File: src/rtl/irq_line_pkg.sv
`timescale 1ns/1ps
package irq_line_pkg;

  localparam int DATA_W = 32;
  localparam int ADDR_W = 8;

  localparam logic [ADDR_W-1:0] OFS_IMASK = 8'h00;
  localparam logic [ADDR_W-1:0] OFS_EMASK = 8'h04;
  localparam logic [ADDR_W-1:0] OFS_RISE  = 8'h08;
  localparam logic [ADDR_W-1:0] OFS_FALL  = 8'h0C;
  localparam logic [ADDR_W-1:0] OFS_SOFT  = 8'h10;
  localparam logic [ADDR_W-1:0] OFS_PEND  = 8'h14;

  typedef enum logic [2:0] {
    SEL_IMASK,
    SEL_EMASK,
    SEL_RISE,
    SEL_FALL,
    SEL_SOFT,
    SEL_PEND,
    SEL_NONE
  } reg_sel_e;

  function automatic reg_sel_e decode_offset(input logic [ADDR_W-1:0] ofs);
    reg_sel_e sel;
    case (ofs)
      OFS_IMASK: sel = SEL_IMASK;
      OFS_EMASK: sel = SEL_EMASK;
      OFS_RISE:  sel = SEL_RISE;
      OFS_FALL:  sel = SEL_FALL;
      OFS_SOFT:  sel = SEL_SOFT;
      OFS_PEND:  sel = SEL_PEND;
      default:   sel = SEL_NONE;
    endcase
    return sel;
  endfunction

endpackage

File: src/rtl/irq_line_sync.sv
`timescale 1ns/1ps
module irq_line_sync #(
  parameter int LINES = 18
) (
  input  logic             clk,
  input  logic             rst_n,
  input  logic [LINES-1:0] line_in,
  output logic [LINES-1:0] rise_o,
  output logic [LINES-1:0] fall_o
);

  // stage 0/1 synchronize, stage 2 holds the previous synchronized level
  for (genvar i = 0; i < LINES; i++) begin : g_line
    logic [2:0] chain_q;

    always_ff @(posedge clk or negedge rst_n) begin
      if (!rst_n) chain_q <= '0;
      else        chain_q <= {chain_q[1:0], line_in[i]};
    end

    assign rise_o[i] =  chain_q[1] & ~chain_q[2];
    assign fall_o[i] = ~chain_q[1] &  chain_q[2];
  end

  // a rising edge reported now reflects an input that was high two edges ago
  assert_rise_tracks_input_R3: assert property (@(posedge clk) disable iff (!rst_n)
    (rise_o & ~$past(line_in, 2)) == '0);

  assert_fall_tracks_input_R4: assert property (@(posedge clk) disable iff (!rst_n)
    (fall_o & $past(line_in, 2)) == '0);

endmodule

File: src/rtl/irq_line_regs.sv
`timescale 1ns/1ps
module irq_line_regs
  import irq_line_pkg::*;
#(
  parameter int LINES = 18
) (
  input  logic              clk,
  input  logic              rst_n,
  input  logic              bus_sel,
  input  logic              bus_wr,
  input  logic [ADDR_W-1:0] bus_addr,
  input  logic [DATA_W-1:0] bus_wdata,
  output logic [DATA_W-1:0] bus_rdata,
  input  logic [LINES-1:0]  soft_q,
  input  logic [LINES-1:0]  pend_q,
  output logic [LINES-1:0]  imask_q,
  output logic [LINES-1:0]  emask_q,
  output logic [LINES-1:0]  rise_sel_q,
  output logic [LINES-1:0]  fall_sel_q,
  output logic              soft_wr,
  output logic              pend_wr,
  output logic [LINES-1:0]  wdata_l
);

  localparam int PAD = DATA_W - LINES;

  reg_sel_e sel;
  logic     wr_strobe;
  logic     unused_wdata_hi;

  assign sel             = decode_offset(bus_addr);
  assign wr_strobe       = bus_sel & bus_wr;
  assign wdata_l         = bus_wdata[LINES-1:0];
  assign unused_wdata_hi = ^bus_wdata[DATA_W-1:LINES];

  assign soft_wr = wr_strobe && (sel == SEL_SOFT);
  assign pend_wr = wr_strobe && (sel == SEL_PEND);

  always_ff @(posedge clk or negedge rst_n) begin
    if (!rst_n) begin
      imask_q    <= '0;
      emask_q    <= '0;
      rise_sel_q <= '0;
      fall_sel_q <= '0;
    end else if (wr_strobe) begin
      case (sel)
        SEL_IMASK: imask_q    <= wdata_l;
        SEL_EMASK: emask_q    <= wdata_l;
        SEL_RISE:  rise_sel_q <= wdata_l;
        SEL_FALL:  fall_sel_q <= wdata_l;
        default: ;
      endcase
    end
  end

  logic [LINES-1:0] rd_l;

  always_comb begin
    case (sel)
      SEL_IMASK: rd_l = imask_q;
      SEL_EMASK: rd_l = emask_q;
      SEL_RISE:  rd_l = rise_sel_q;
      SEL_FALL:  rd_l = fall_sel_q;
      SEL_SOFT:  rd_l = soft_q;
      SEL_PEND:  rd_l = pend_q;
      default:   rd_l = '0;
    endcase
  end

  assign bus_rdata = {{PAD{1'b0}}, rd_l};

  assert_reserved_zero_R2: assert property (@(posedge clk) disable iff (!rst_n)
    bus_rdata[DATA_W-1:LINES] == '0);

  assert_one_strobe_R8: assert property (@(posedge clk) disable iff (!rst_n)
    !(soft_wr && pend_wr));

  assert_mask_written_R2: assert property (@(posedge clk) disable iff (!rst_n)
    (wr_strobe && bus_addr == OFS_IMASK) |=> imask_q == $past(bus_wdata[LINES-1:0]));

endmodule

File: src/rtl/irq_line_pend.sv
`timescale 1ns/1ps
module irq_line_pend #(
  parameter int LINES = 18
) (
  input  logic             clk,
  input  logic             rst_n,
  input  logic [LINES-1:0] rise_i,
  input  logic [LINES-1:0] fall_i,
  input  logic [LINES-1:0] imask_i,
  input  logic [LINES-1:0] rise_sel_i,
  input  logic [LINES-1:0] fall_sel_i,
  input  logic             soft_wr,
  input  logic             pend_wr,
  input  logic [LINES-1:0] wdata_l,
  output logic [LINES-1:0] soft_q,
  output logic [LINES-1:0] pend_q,
  output logic [LINES-1:0] hw_set,
  output logic [LINES-1:0] sw_set,
  output logic [LINES-1:0] clr_vec
);

  function automatic logic [LINES-1:0] edge_hits(
    input logic [LINES-1:0] r, input logic [LINES-1:0] f,
    input logic [LINES-1:0] rs, input logic [LINES-1:0] fs,
    input logic [LINES-1:0] m);
    return ((r & rs) | (f & fs)) & m;
  endfunction

  // only a 0-to-1 transition of the trigger bit on an unmasked line fires
  function automatic logic [LINES-1:0] soft_fires(
    input logic [LINES-1:0] w, input logic [LINES-1:0] cur,
    input logic [LINES-1:0] m);
    return w & ~cur & m;
  endfunction

  // set beats clear
  function automatic logic [LINES-1:0] pend_update(
    input logic [LINES-1:0] p, input logic [LINES-1:0] s,
    input logic [LINES-1:0] c);
    return (p & ~c) | s;
  endfunction

  logic [LINES-1:0] set_vec;

  assign hw_set  = edge_hits(rise_i, fall_i, rise_sel_i, fall_sel_i, imask_i);
  assign sw_set  = soft_wr ? soft_fires(wdata_l, soft_q, imask_i) : '0;
  assign clr_vec = pend_wr ? wdata_l : '0;
  assign set_vec = hw_set | sw_set;

  always_ff @(posedge clk or negedge rst_n) begin
    if (!rst_n) begin
      pend_q <= '0;
      soft_q <= '0;
    end else begin
      pend_q <= pend_update(pend_q, set_vec, clr_vec);
      if (soft_wr)      soft_q <= soft_q | wdata_l;
      else if (pend_wr) soft_q <= soft_q & ~wdata_l;
    end
  end

  assert_set_wins_R9: assert property (@(posedge clk) disable iff (!rst_n)
    (|(set_vec & clr_vec)) |=> (pend_q & $past(set_vec)) == $past(set_vec));

  assert_clear_takes_R8: assert property (@(posedge clk) disable iff (!rst_n)
    (|clr_vec) |=> (pend_q & $past(clr_vec & ~set_vec)) == '0);

  assert_soft_released_R8: assert property (@(posedge clk) disable iff (!rst_n)
    (|clr_vec) |=> (soft_q & $past(clr_vec)) == '0);

  assert_no_spurious_set_R5: assert property (@(posedge clk) disable iff (!rst_n)
    (pend_q & ~$past(pend_q) & ~$past(set_vec)) == '0);

  assert_masked_stays_R5: assert property (@(posedge clk) disable iff (!rst_n)
    (set_vec & ~imask_i) == '0);

  assert_soft_sticky_R7: assert property (@(posedge clk) disable iff (!rst_n)
    !pend_wr |=> (soft_q & $past(soft_q)) == $past(soft_q));

endmodule

File: src/rtl/irq_line_ctrl.sv
`timescale 1ns/1ps
module irq_line_ctrl
  import irq_line_pkg::*;
#(
  parameter int LINES = 18
) (
  input  logic              clk,
  input  logic              rst_n,
  input  logic [LINES-1:0]  line_in,
  input  logic              bus_sel,
  input  logic              bus_wr,
  input  logic [ADDR_W-1:0] bus_addr,
  input  logic [DATA_W-1:0] bus_wdata,
  output logic [DATA_W-1:0] bus_rdata,
  output logic [LINES-1:0]  irq_line,
  output logic              irq_any
);

  logic [LINES-1:0] rise, fall;
  logic [LINES-1:0] imask_q, emask_q, rise_sel_q, fall_sel_q;
  logic [LINES-1:0] soft_q, pend_q, wdata_l;
  logic [LINES-1:0] hw_set, sw_set, clr_vec;
  logic             soft_wr, pend_wr;
  logic             unused_emask;

  irq_line_sync #(.LINES(LINES)) u_sync (
    .clk    (clk),
    .rst_n  (rst_n),
    .line_in(line_in),
    .rise_o (rise),
    .fall_o (fall)
  );

  irq_line_regs #(.LINES(LINES)) u_regs (
    .clk       (clk),
    .rst_n     (rst_n),
    .bus_sel   (bus_sel),
    .bus_wr    (bus_wr),
    .bus_addr  (bus_addr),
    .bus_wdata (bus_wdata),
    .bus_rdata (bus_rdata),
    .soft_q    (soft_q),
    .pend_q    (pend_q),
    .imask_q   (imask_q),
    .emask_q   (emask_q),
    .rise_sel_q(rise_sel_q),
    .fall_sel_q(fall_sel_q),
    .soft_wr   (soft_wr),
    .pend_wr   (pend_wr),
    .wdata_l   (wdata_l)
  );

  irq_line_pend #(.LINES(LINES)) u_pend (
    .clk       (clk),
    .rst_n     (rst_n),
    .rise_i    (rise),
    .fall_i    (fall),
    .imask_i   (imask_q),
    .rise_sel_i(rise_sel_q),
    .fall_sel_i(fall_sel_q),
    .soft_wr   (soft_wr),
    .pend_wr   (pend_wr),
    .wdata_l   (wdata_l),
    .soft_q    (soft_q),
    .pend_q    (pend_q),
    .hw_set    (hw_set),
    .sw_set    (sw_set),
    .clr_vec   (clr_vec)
  );

  // event mask is storage only here
  assign unused_emask = ^emask_q;

  assign irq_line = pend_q & imask_q;
  assign irq_any  = |irq_line;

  // a request newly raised must come from a set in the previous cycle or an unmask
  assert_irq_source_R10: assert property (@(posedge clk) disable iff (!rst_n)
    (irq_line & ~$past(irq_line) & ~$past(hw_set | sw_set) & $past(imask_q)) == '0);

  assert_irq_any_R10: assert property (@(posedge clk) disable iff (!rst_n)
    $rose(irq_any) |-> $countones(irq_line) >= 1);

endmodule

File: config.mk
export PLATFORM = sky130hd
export DESIGN_NAME = irq_line_ctrl
export DESIGN_NICKNAME = d
export VERILOG_FILES = /design/src/rtl/irq_line_pkg.sv /design/src/rtl/irq_line_sync.sv /design/src/rtl/irq_line_regs.sv /design/src/rtl/irq_line_pend.sv /design/src/rtl/irq_line_ctrl.sv
export SDC_FILE = /design/constraint.sdc
export NUM_CORES = 1
export LEC_CHECK = 0
export BUFFER_PORTS_ARGS = -buffer_cell sky130_fd_sc_hd__buf_2
export CAP_MARGIN = 20
export CORE_MARGIN = 2
export CORE_UTILIZATION = 30
export DETAILED_ROUTE_END_ITERATION = 10
export SETUP_SLACK_MARGIN = 0.5
export SLEW_MARGIN = 40
export SYNTH_ARGS = -nofsm -noshare
export SYNTH_HDL_FRONTEND = slang
export SYNTH_SLANG_ARGS = --single-unit
File: constraint.sdc
create_clock -name clk -period 11.9 [get_ports clk]
set_clock_uncertainty 0.1 [all_clocks]
set_input_delay 2.38 -clock clk [delete_from_list [all_inputs] [get_ports clk]]
set_output_delay 2.38 -clock clk [all_outputs]
set_load 0.02 [all_outputs]
==> results of run 1 <==
[metal layers]
layer | share of wire [%] | vias to the layer above | track usage [%]
met5 | 0 | - | 0
met4 | 1.3 | 0 | 4.47
met3 | 5.0 | 20 | 3.67
met2 | 45 | 157 | 23.9
met1 | 48 | 2697 | 22.4
li1 | - | 2431 | -
[metrics by stage]
step / hold slack (ns) / setup slack, ns
final: 0.243 / 3.17
after global routing: 0.255 / 2.99
after CTS: 0.250 / 3.18
after detailed placement: 0.236 / 3.20
after global placement: 0.233 / 3.09
after floorplan: 0.231 / 4.37
[critical path, stage by stage]
cell	delay, ns
buf_2	0.11
or4_4	0.61
nor2_1	0.65
nand3b_1	0.15
ha_1	0.43
buf_4	0.30
nor4bb_4	0.46
buf_4	0.25
buf_4	0.16
a22oi_1	0.07
a21o_1	0.20
a21oi_1	0.24
buf_2	0.22
[layout make-up]
cell class,instances,area [sq um]
sequential,162,4050
tap,330,413
inverter,18,67.6
timing repair buffer,99,573
clock buffer,22,474
multi-input combinational,414,3240
clock inverter,8,150
fill,2535,16000
[Yosys cell counts (2+ instances only)]
master / number / area, sq um
dfrtp_1: 162 / 4050
mux2_2: 54 / 608
o21ai_0: 43 / 215
nand2_1: 39 / 146
a22o_1: 34 / 298
a21oi_1: 26 / 130
nand3b_1: 26 / 195
a22oi_1: 22 / 165
and2_1: 20 / 125
clkbuf_1: 19 / 71.3
mux2_1: 19 / 214
inv_1: 18 / 67.6
a31o_2: 16 / 140
buf_4: 16 / 120
buf_2: 12 / 60.1
a21o_1: 11 / 82.6
and3b_1: 11 / 96.3
nor2b_1: 11 / 68.8
mux2_4: 10 / 150
nand2b_1: 9 / 56.3
o2bb2ai_1: 7 / 61.3
mux2i_1: 6 / 60.1
nor2_1: 5 / 18.8
buf_6: 4 / 45.0
nor4_1: 4 / 25.0
or4_1: 3 / 22.5
a31oi_1: 2 / 12.5
and3_1: 2 / 12.5
and4b_1: 2 / 20.0
[power groups by stage]
| stage | clock network (mW) | registers (mW) | logic, mW |
|---|---|---|---|
| after global placement | 0 | 0.591 | 0.0595 |
| after global routing | 0.624 | 0.584 | 0.0664 |
| after CTS | 0.597 | 0.582 | 0.0610 |
| after floorplan | 0 | 0.588 | 0.0322 |
| final | 0.585 | 0.582 | 0.0600 |
| after detailed placement | 0 | 0.592 | 0.0607 |
[layout by cell type, fill, tap and decap left out, types with 4 or more instances in the layout]
cell       instances
dfrtp_1          162
buf_2             83
mux2_2            54
o21ai_0           43
nand2_1           39
a22o_1            34
nand3b_1          26
a21oi_1           25
a22oi_1           22
and2_1            20
mux2_1            19
inv_1             18
clkbuf_16         17
a31o_2            16
conb_1            14
nor2b_1           11
and3b_1           11
a21o_1            11
buf_4             11
mux2_4            10
nand2b_1           9
o2bb2ai_1          7
mux2i_1            6
nor2_1             5
bufinv_16          4
clkbuf_8           4
[cell families after synthesis]
logic type	Yosys count	share of synthesized area [%]
AO/OA/AOI/OAI	165	15.2
flip-flops	162	53.7
AND/OR/NAND/NOR	145	12.4
multiplexers	89	13.7
buffers and inverters	69	4.82
adder cells (fa/ha/maj)	1	0.166
other	1	0.0496
[path summary, 6_finish.rpt]
| path | depth (start not counted) | slack, ns | to | startpoint |
|---|---|---|---|---|
| max in group asynchronous | 2 | 8.64 | u_pend.pend_q[4] | rst_n |
| min in group asynchronous | 1 | 1.91 | u_sync.g_line[14].chain_q[0] | rst_n |
| max reg2reg | 4 | 10.65 | u_pend.pend_q[10] | u_sync.g_line[10].chain_q[1] |
| max | 13 | 3.17 | bus_rdata[16] | bus_addr[5] |
| min | 0 | 0.24 | u_sync.g_line[12].chain_q[1] | u_sync.g_line[12].chain_q[0] |
| min reg2reg | 0 | 0.24 | u_sync.g_line[12].chain_q[1] | u_sync.g_line[12].chain_q[0] |
==> flow_summary.ini, run 1 <==
[run_status]
outcome = finished clean

[detailed_routing]
wl_mm = 20.0
vias_per_cell = 5.04
wl_per_cell_um = 19.0
drtIter0Drc = 350
ant_nets = 0
first_pass_iters = 4
drcViolationCount = 0
vias = 5305

[power_and_ir_drop]
p_leak_nw = 4.10
internal_power_mw = 0.958
comb_power_share_pct = 4.9
peakVddDrop_uv = 73.5
power_density_nw_per_um2 = 137
finalPower_mw = 1.23
p_switching_mw = 0.269
swShare_pct = 22.0
seq_power_share_pct = 47.4
clkPwrFrac_pct = 47.7

[synthesis]
syn_area_sq_um = 7550
synthFlopType = dfrtp_1
syn_area_per_cell_sq_um = 12.0
synth-seq-area-share_pct = 53.7
synth_seq_cells = 162
ys_warn_count = 0
synth-edff-count = 0
ys_async_sr_fraction_pct = 100
ys_types = 48
syn_inst = 632

[die]
io_pins = 113
die_area_sq_um = 26500
core_region_area_sq_um = 25000
initial_utilization_pct = 30.3
die_w_um = 163
rows = 58
die_h_um = 163

[global_route]
grt.total_usage_pct = 15.7
grt_remaining_overflow = 0
grt_pass1_wl_mm = 31.5
grt_max_degree = 90
grt_pass1_vias = 5420
antenna_found_initial = 0

[setup_path]
cp-start-kind = primary input
cp-end-kind = primary output
critPathRequiredTime_ns = 9.42
crit_path_max_fanout = 15
critPathArrivalTime_ns = 6.25
worstSetupPathType = primary input to primary output

[sta]
post-route-min-period_ns = 8.73
grt_setup_unrepaired = no
worst_slew_pin_slew_ns = 0.830
finalSetupViolCount = 0
fin_setup_tns_ns = 0
fmax_ghz = 0.115
hold_viol = 0
finalCritPeriodShare_pct = 73.3
slew_headroom_pct = 44.1
maxSlewViolCount = 0

[layout]
fin_util_pct = 35.9
finalInstanceArea_sq_um = 8970
layout-area-overhead-vs-synth_pct = 18.8
final_cells = 1053
num_antenna_cells = 0
final_layout_size_suffix_gt1_share_pct = 30.7
nets = 775

[clock_network]
clock-sinks = 162
cts_tree = yes
clkTransAtPathRegs_ns = 0.06
cts_buffer_depth = 2
cts_setup_buffers = 0
postCtsHoldBufs = 0
root_buffer = clkbuf_16
cts_resized = 0
htree_num_levels = 4
clk_latency_ns = 0.42
cts_made_buffers = 17

[placed_design]
postPlaceCellArea_sq_um = 8340
io_buffers = 84
dp_hpwl_mm = 13.0
gp_congestion = 0.749
place_inst = 1023

[flow_run]
maxCapViolCount = 0

[min_path]
hp-class = register to register
Note: power is estimated with default switching activity, not from simulation.
==> run 2: changes to the inputs <==
==> constraint.sdc (replaced) <==
create_clock -name clk -period 9.2 [get_ports clk]
set_clock_uncertainty 0.1 [all_clocks]
set_input_delay 1.84 -clock clk [delete_from_list [all_inputs] [get_ports clk]]
set_output_delay 1.84 -clock clk [all_outputs]
set_load 0.02 [all_outputs]
==> flow_summary.ini, run 2 (synthesized netlist as in run 1, its figures left out) <==
[run_status]
outcome = finished clean

[setup_path]
cp-end-kind = primary output
crit_start = bus_addr[5]
endpoint = bus_rdata[16]
critPathRequiredTime_ns = 7.26
worstSetupPathType = primary input to primary output
reg2reg_depth = 4
r2r_start = u_sync.g_line[16].chain_q[1]
critPathArrivalTime_ns = 5.73
reg2reg_to = u_pend.pend_q[16]
crit_path_max_fanout = 15
regToRegSetupSlack_ns = 7.95
cp-start-kind = primary input

[clock_network]
cts_buffer_depth = 2
root_buffer = clkbuf_16
clkTransAtPathRegs_ns = 0.06
cts_setup_buffers = 0
cts_tree = yes
clock-sinks = 162
cts_resized = 0
clk_latency_ns = 0.43
postCtsHoldBufs = 0
htree_num_levels = 4
cts_made_buffers = 17

[sta]
slew_headroom_pct = 45.1
fmax_ghz = 0.130
finalCritPeriodShare_pct = 83.4
finalSetupViolCount = 0
post-route-min-period_ns = 7.67
maxSlewViolCount = 0
worst_slew_pin_slew_ns = 0.824
fin_setup_tns_ns = 0
hold_viol = 0
grt_setup_unrepaired = no

[detailed_routing]
vias_per_cell = 5.07
ant_nets = 0
vias = 5361
wl_mm = 19.9
first_pass_iters = 5
drtIter0Drc = 358
wl_per_cell_um = 18.8
drcViolationCount = 0

[layout]
final_layout_size_suffix_gt1_share_pct = 31.3
nets = 776
seq_area_sq_um = 4050
finalInstanceArea_sq_um = 8940
layout-area-overhead-vs-synth_pct = 18.4
multi_input_comb_area_sq_um = 3240
most-common-layout-cells = dfrtp_1, buf_2, mux2_2
n_fill_cell = 2493
final_common_cell = dfrtp_1

[global_route]
grt.total_usage_pct = 15.6
antenna_found_initial = 0
grt_remaining_overflow = 0
grt_pass1_vias = 5305
grt_pass1_wl_mm = 31.0
grt_max_degree = 85

[min_path]
holdPathStages = 0
hp-class = register to register

[placed_design]
postPlaceCellArea_sq_um = 8340
dp_hpwl_mm = 12.7
io_buffers = 84
gp_congestion = 0.758

[die]
die_area_sq_um = 26500
initial_utilization_pct = 30.3
die_h_um = 163
core_region_area_sq_um = 25000
rows = 58
io_pins = 113
die_w_um = 163

[flow_run]
maxCapViolCount = 0

[power_and_ir_drop]
power_density_nw_per_um2 = 173
p_leak_nw = 4.09
peakVddDrop_uv = 106
-- run 2: changes by cell type in the layout (fill, tap and decap cells not counted), sizes merged --
| cell | before | now |
|---|---|---|
| inv | 19 | 20 |
| clkinv | 2 | 6 |
| clkbuf | 23 | 21 |
| bufinv | 4 | 2 |
| buf | 98 | 99 |
| diode | 0 | 1 |
| clkinvlp | 1 | 2 |
-- run 2: worst min path at each step --
stage                                 startpoint                           end  slack, ns
finish              u_sync.g_line[10].chain_q[0]  u_sync.g_line[10].chain_q[1]       0.25
global route        u_sync.g_line[10].chain_q[0]  u_sync.g_line[10].chain_q[1]       0.25
CTS                 u_sync.g_line[15].chain_q[0]  u_sync.g_line[15].chain_q[1]       0.25
detailed placement  u_sync.g_line[15].chain_q[0]  u_sync.g_line[15].chain_q[1]       0.23
global placement    u_sync.g_line[10].chain_q[0]  u_sync.g_line[10].chain_q[1]       0.23
floorplan            u_sync.g_line[0].chain_q[0]   u_sync.g_line[0].chain_q[1]       0.23
-- run 2: per-layer routing --
layer | vias up | track usage (%) | part of all wire (%)
met2 | 157 | 22.0 | 43
li1 | 2435 | - | -
met5 | - | 0 | 0
met1 | 2742 | 23.2 | 50
met4 | 0 | 5.43 | 1.8
met3 | 27 | 4.02 | 5.5
-- run 2: power by group --
group          switching [mW]  internal [mW]  leakage, nW  total [mW]
Sequential             0.0173          0.736         2.13       0.753
Combinational          0.0484         0.0294         1.68      0.0778
Clock                   0.299          0.414        0.287       0.713
-- run 2: final cells by class --
cell class,instances,area share [%]
Antenna cell,1,0.0280
Clock buffer,20,5.11
Clock inverter,12,1.45
Inverter,18,0.755
Multi-Input combinational cell,414,36.3
Sequential cell,162,45.3
Tap cell,330,4.62
Timing Repair Buffer,100,6.45
-- run 2: critical path: stages --
cell,delay (ns)
buf_2,0.11
nor4_2,0.58
nand2b_1,0.61
nor2_1,0.24
nand2_1,0.08
ha_1,0.41
buf_4,0.30
nor4bb_4,0.43
buf_4,0.24
buf_4,0.16
a22oi_1,0.07
a21o_1,0.20
a21oi_1,0.23
buf_2,0.22
-- run 2: per-stage QoR --
stage	util (%)	hold slack [ns]	total power, mW	cells	worst slack, ns
2_1_floorplan	-	0.231	0.802	645	2.75
3_3_place_gp	33.1	0.233	0.842	1019	1.55
3_5_place_dp	33.4	0.235	0.844	1023	1.67
4_1_cts	35.7	0.250	1.56	1055	1.65
5_1_grt	35.8	0.253	1.61	1056	1.41
6_report	35.8	0.247	1.54	1057	1.53
==> run 3: changes to the inputs <==
==> constraint.sdc (replaced) <==
create_clock -name clk -period 8 [get_ports clk]
set_clock_uncertainty 0.1 [all_clocks]
set_input_delay 1.6 -clock clk [delete_from_list [all_inputs] [get_ports clk]]
set_output_delay 1.6 -clock clk [all_outputs]
set_load 0.02 [all_outputs]
==> flow_summary.ini, run 3 (synthesized netlist as in run 1, its figures left out) <==
[setup_path]
crit_top_cell = buf_2
path_cells = buf_2 -> nor4_2 -> nand2b_1 -> nor2_1 -> nand2_1 -> ha_2 -> nor4b_2 -> buf_4 -> a22oi_1 -> a21o_1 -> a21oi_1 -> buf_2
critPathSlowestCell = nor4_2
crit_path_max_fanout = 26
endpoint = bus_rdata[16]
r2r_start = u_sync.g_line[16].chain_q[1]
reg2reg_depth = 4
reg2reg_to = u_pend.pend_q[16]
cp_slowest_stage_delay_ns = 0.57
critPathRequiredTime_ns = 6.30
critPathArrivalTime_ns = 4.60
regToRegSetupSlack_ns = 6.77
worstSetupPathType = primary input to primary output
cp-end-kind = primary output
crit_start = bus_addr[5]
cp-start-kind = primary input

[global_route]
grt.total_usage_pct = 15.3
grt_max_degree = 110
grt_pass1_wl_mm = 30.3
antenna_found_initial = 0
grt_pass1_vias = 5157
grt_remaining_overflow = 0

[power_and_ir_drop]
power_density_nw_per_um2 = 195
p_leak_nw = 4.04
peakVddDrop_uv = 119

[clock_network]
cts_setup_buffers = 0
clk_latency_ns = 0.43
clkTransAtPathRegs_ns = 0.06
htree_num_levels = 4
cts_resized = 0
cts_tree = yes
root_buffer = clkbuf_16
postCtsHoldBufs = 0
cts_made_buffers = 17
cts_buffer_depth = 2
clock-sinks = 162

[sta]
fmax_ghz = 0.159
fin_setup_tns_ns = 0
grt_setup_unrepaired = no
slew_headroom_pct = 42.7
hold_viol = 0
maxSlewViolCount = 0
post-route-min-period_ns = 6.30
finalCritPeriodShare_pct = 78.8
finalSetupViolCount = 0
worst_slew_pin_slew_ns = 0.853

[die]
rows = 58
die_area_sq_um = 26500
core_region_area_sq_um = 25000
initial_utilization_pct = 30.3
io_pins = 113
die_w_um = 163
die_h_um = 163

[layout]
n_fill_cell = 2500
final_common_cell = dfrtp_1
nets = 776
most-common-layout-cells = dfrtp_1, buf_2, mux2_2
seq_area_sq_um = 4050
multi_input_comb_area_sq_um = 3210
final_cells = 1055
layout-area-overhead-vs-synth_pct = 17.7
num_antenna_cells = 0
final_layout_size_suffix_gt1_share_pct = 31.0

[detailed_routing]
wl_per_cell_um = 18.6
first_pass_iters = 5
vias = 5344
ant_nets = 0
drcViolationCount = 0
vias_per_cell = 5.07
drtIter0Drc = 266
wl_mm = 19.6

[min_path]
hp-class = register to register

[placed_design]
place_inst = 1023
io_buffers = 84
dp_hpwl_mm = 12.8
gp_congestion = 0.751

[flow_run]
maxCapViolCount = 0

[run_status]
outcome = finished clean
-- run 3: through the flow --
| stage | utilization, % | instance area, sq um | hold slack (ns) | power [mW] | setup WS [ns] |
|---|---|---|---|---|---|
| 6_report | 35.6 | 8890 | 0.248 | 1.73 | 1.70 |
| 5_1_grt | 35.6 | 8890 | 0.255 | 1.80 | 1.48 |
| 4_1_cts | 35.5 | 8860 | 0.250 | 1.75 | 1.71 |
| 3_5_place_dp | 33.3 | 8310 | 0.235 | 0.970 | 1.72 |
| 3_3_place_gp | 33.1 | 8270 | 0.233 | 0.967 | 1.42 |
| 2_1_floorplan | - | 7600 | 0.231 | 0.922 | 2.03 |
-- run 3: report_power, final --
part / internal [mW] / leakage (nW) / switching (mW) / total, mW
sequential: 0.846 / 2.13 / 0.0196 / 0.866
combinational: 0.0347 / 1.65 / 0.0549 / 0.0896
clock: 0.437 / 0.263 / 0.340 / 0.776
total: 1.32 / 4.04 / 0.414 / 1.73
-- run 3: worst min-delay path by stage --
stage                                            start                            to  cells after the start
after detailed placement  u_sync.g_line[10].chain_q[0]  u_sync.g_line[10].chain_q[1]                      0
after floorplan            u_sync.g_line[0].chain_q[0]   u_sync.g_line[0].chain_q[1]                      0
after global placement    u_sync.g_line[12].chain_q[0]  u_sync.g_line[12].chain_q[1]                      0
after global routing      u_sync.g_line[11].chain_q[0]  u_sync.g_line[11].chain_q[1]                      0
final                      u_sync.g_line[4].chain_q[0]   u_sync.g_line[4].chain_q[1]                      0
after CTS                 u_sync.g_line[16].chain_q[0]  u_sync.g_line[16].chain_q[1]                      0
-- run 3: metal layers --
layer / track usage [%] / wire [um]
met1: 22.4 / 9610
met2: 22.9 / 8820
met3: 3.03 / 925
met4: 4.26 / 262
met5: 0 / 0
-- run 3: final cells by class --
type | instances | share of cell area, %
clock inverters | 11 | 1.20
inverters | 18 | 0.760
multi-input cells | 414 | 36.1
well taps | 330 | 4.64
repair buffers | 100 | 6.64
clock buffers | 20 | 5.02
flip-flops and latches | 162 | 45.6
-- run 3: worst max-delay path: cells and delay by family --
kind	cells	cell delay [ns]
compound gates	3	0.51
simple gates	5	1.44
buf+inv	3	0.63
fa+ha+maj	1	0.40
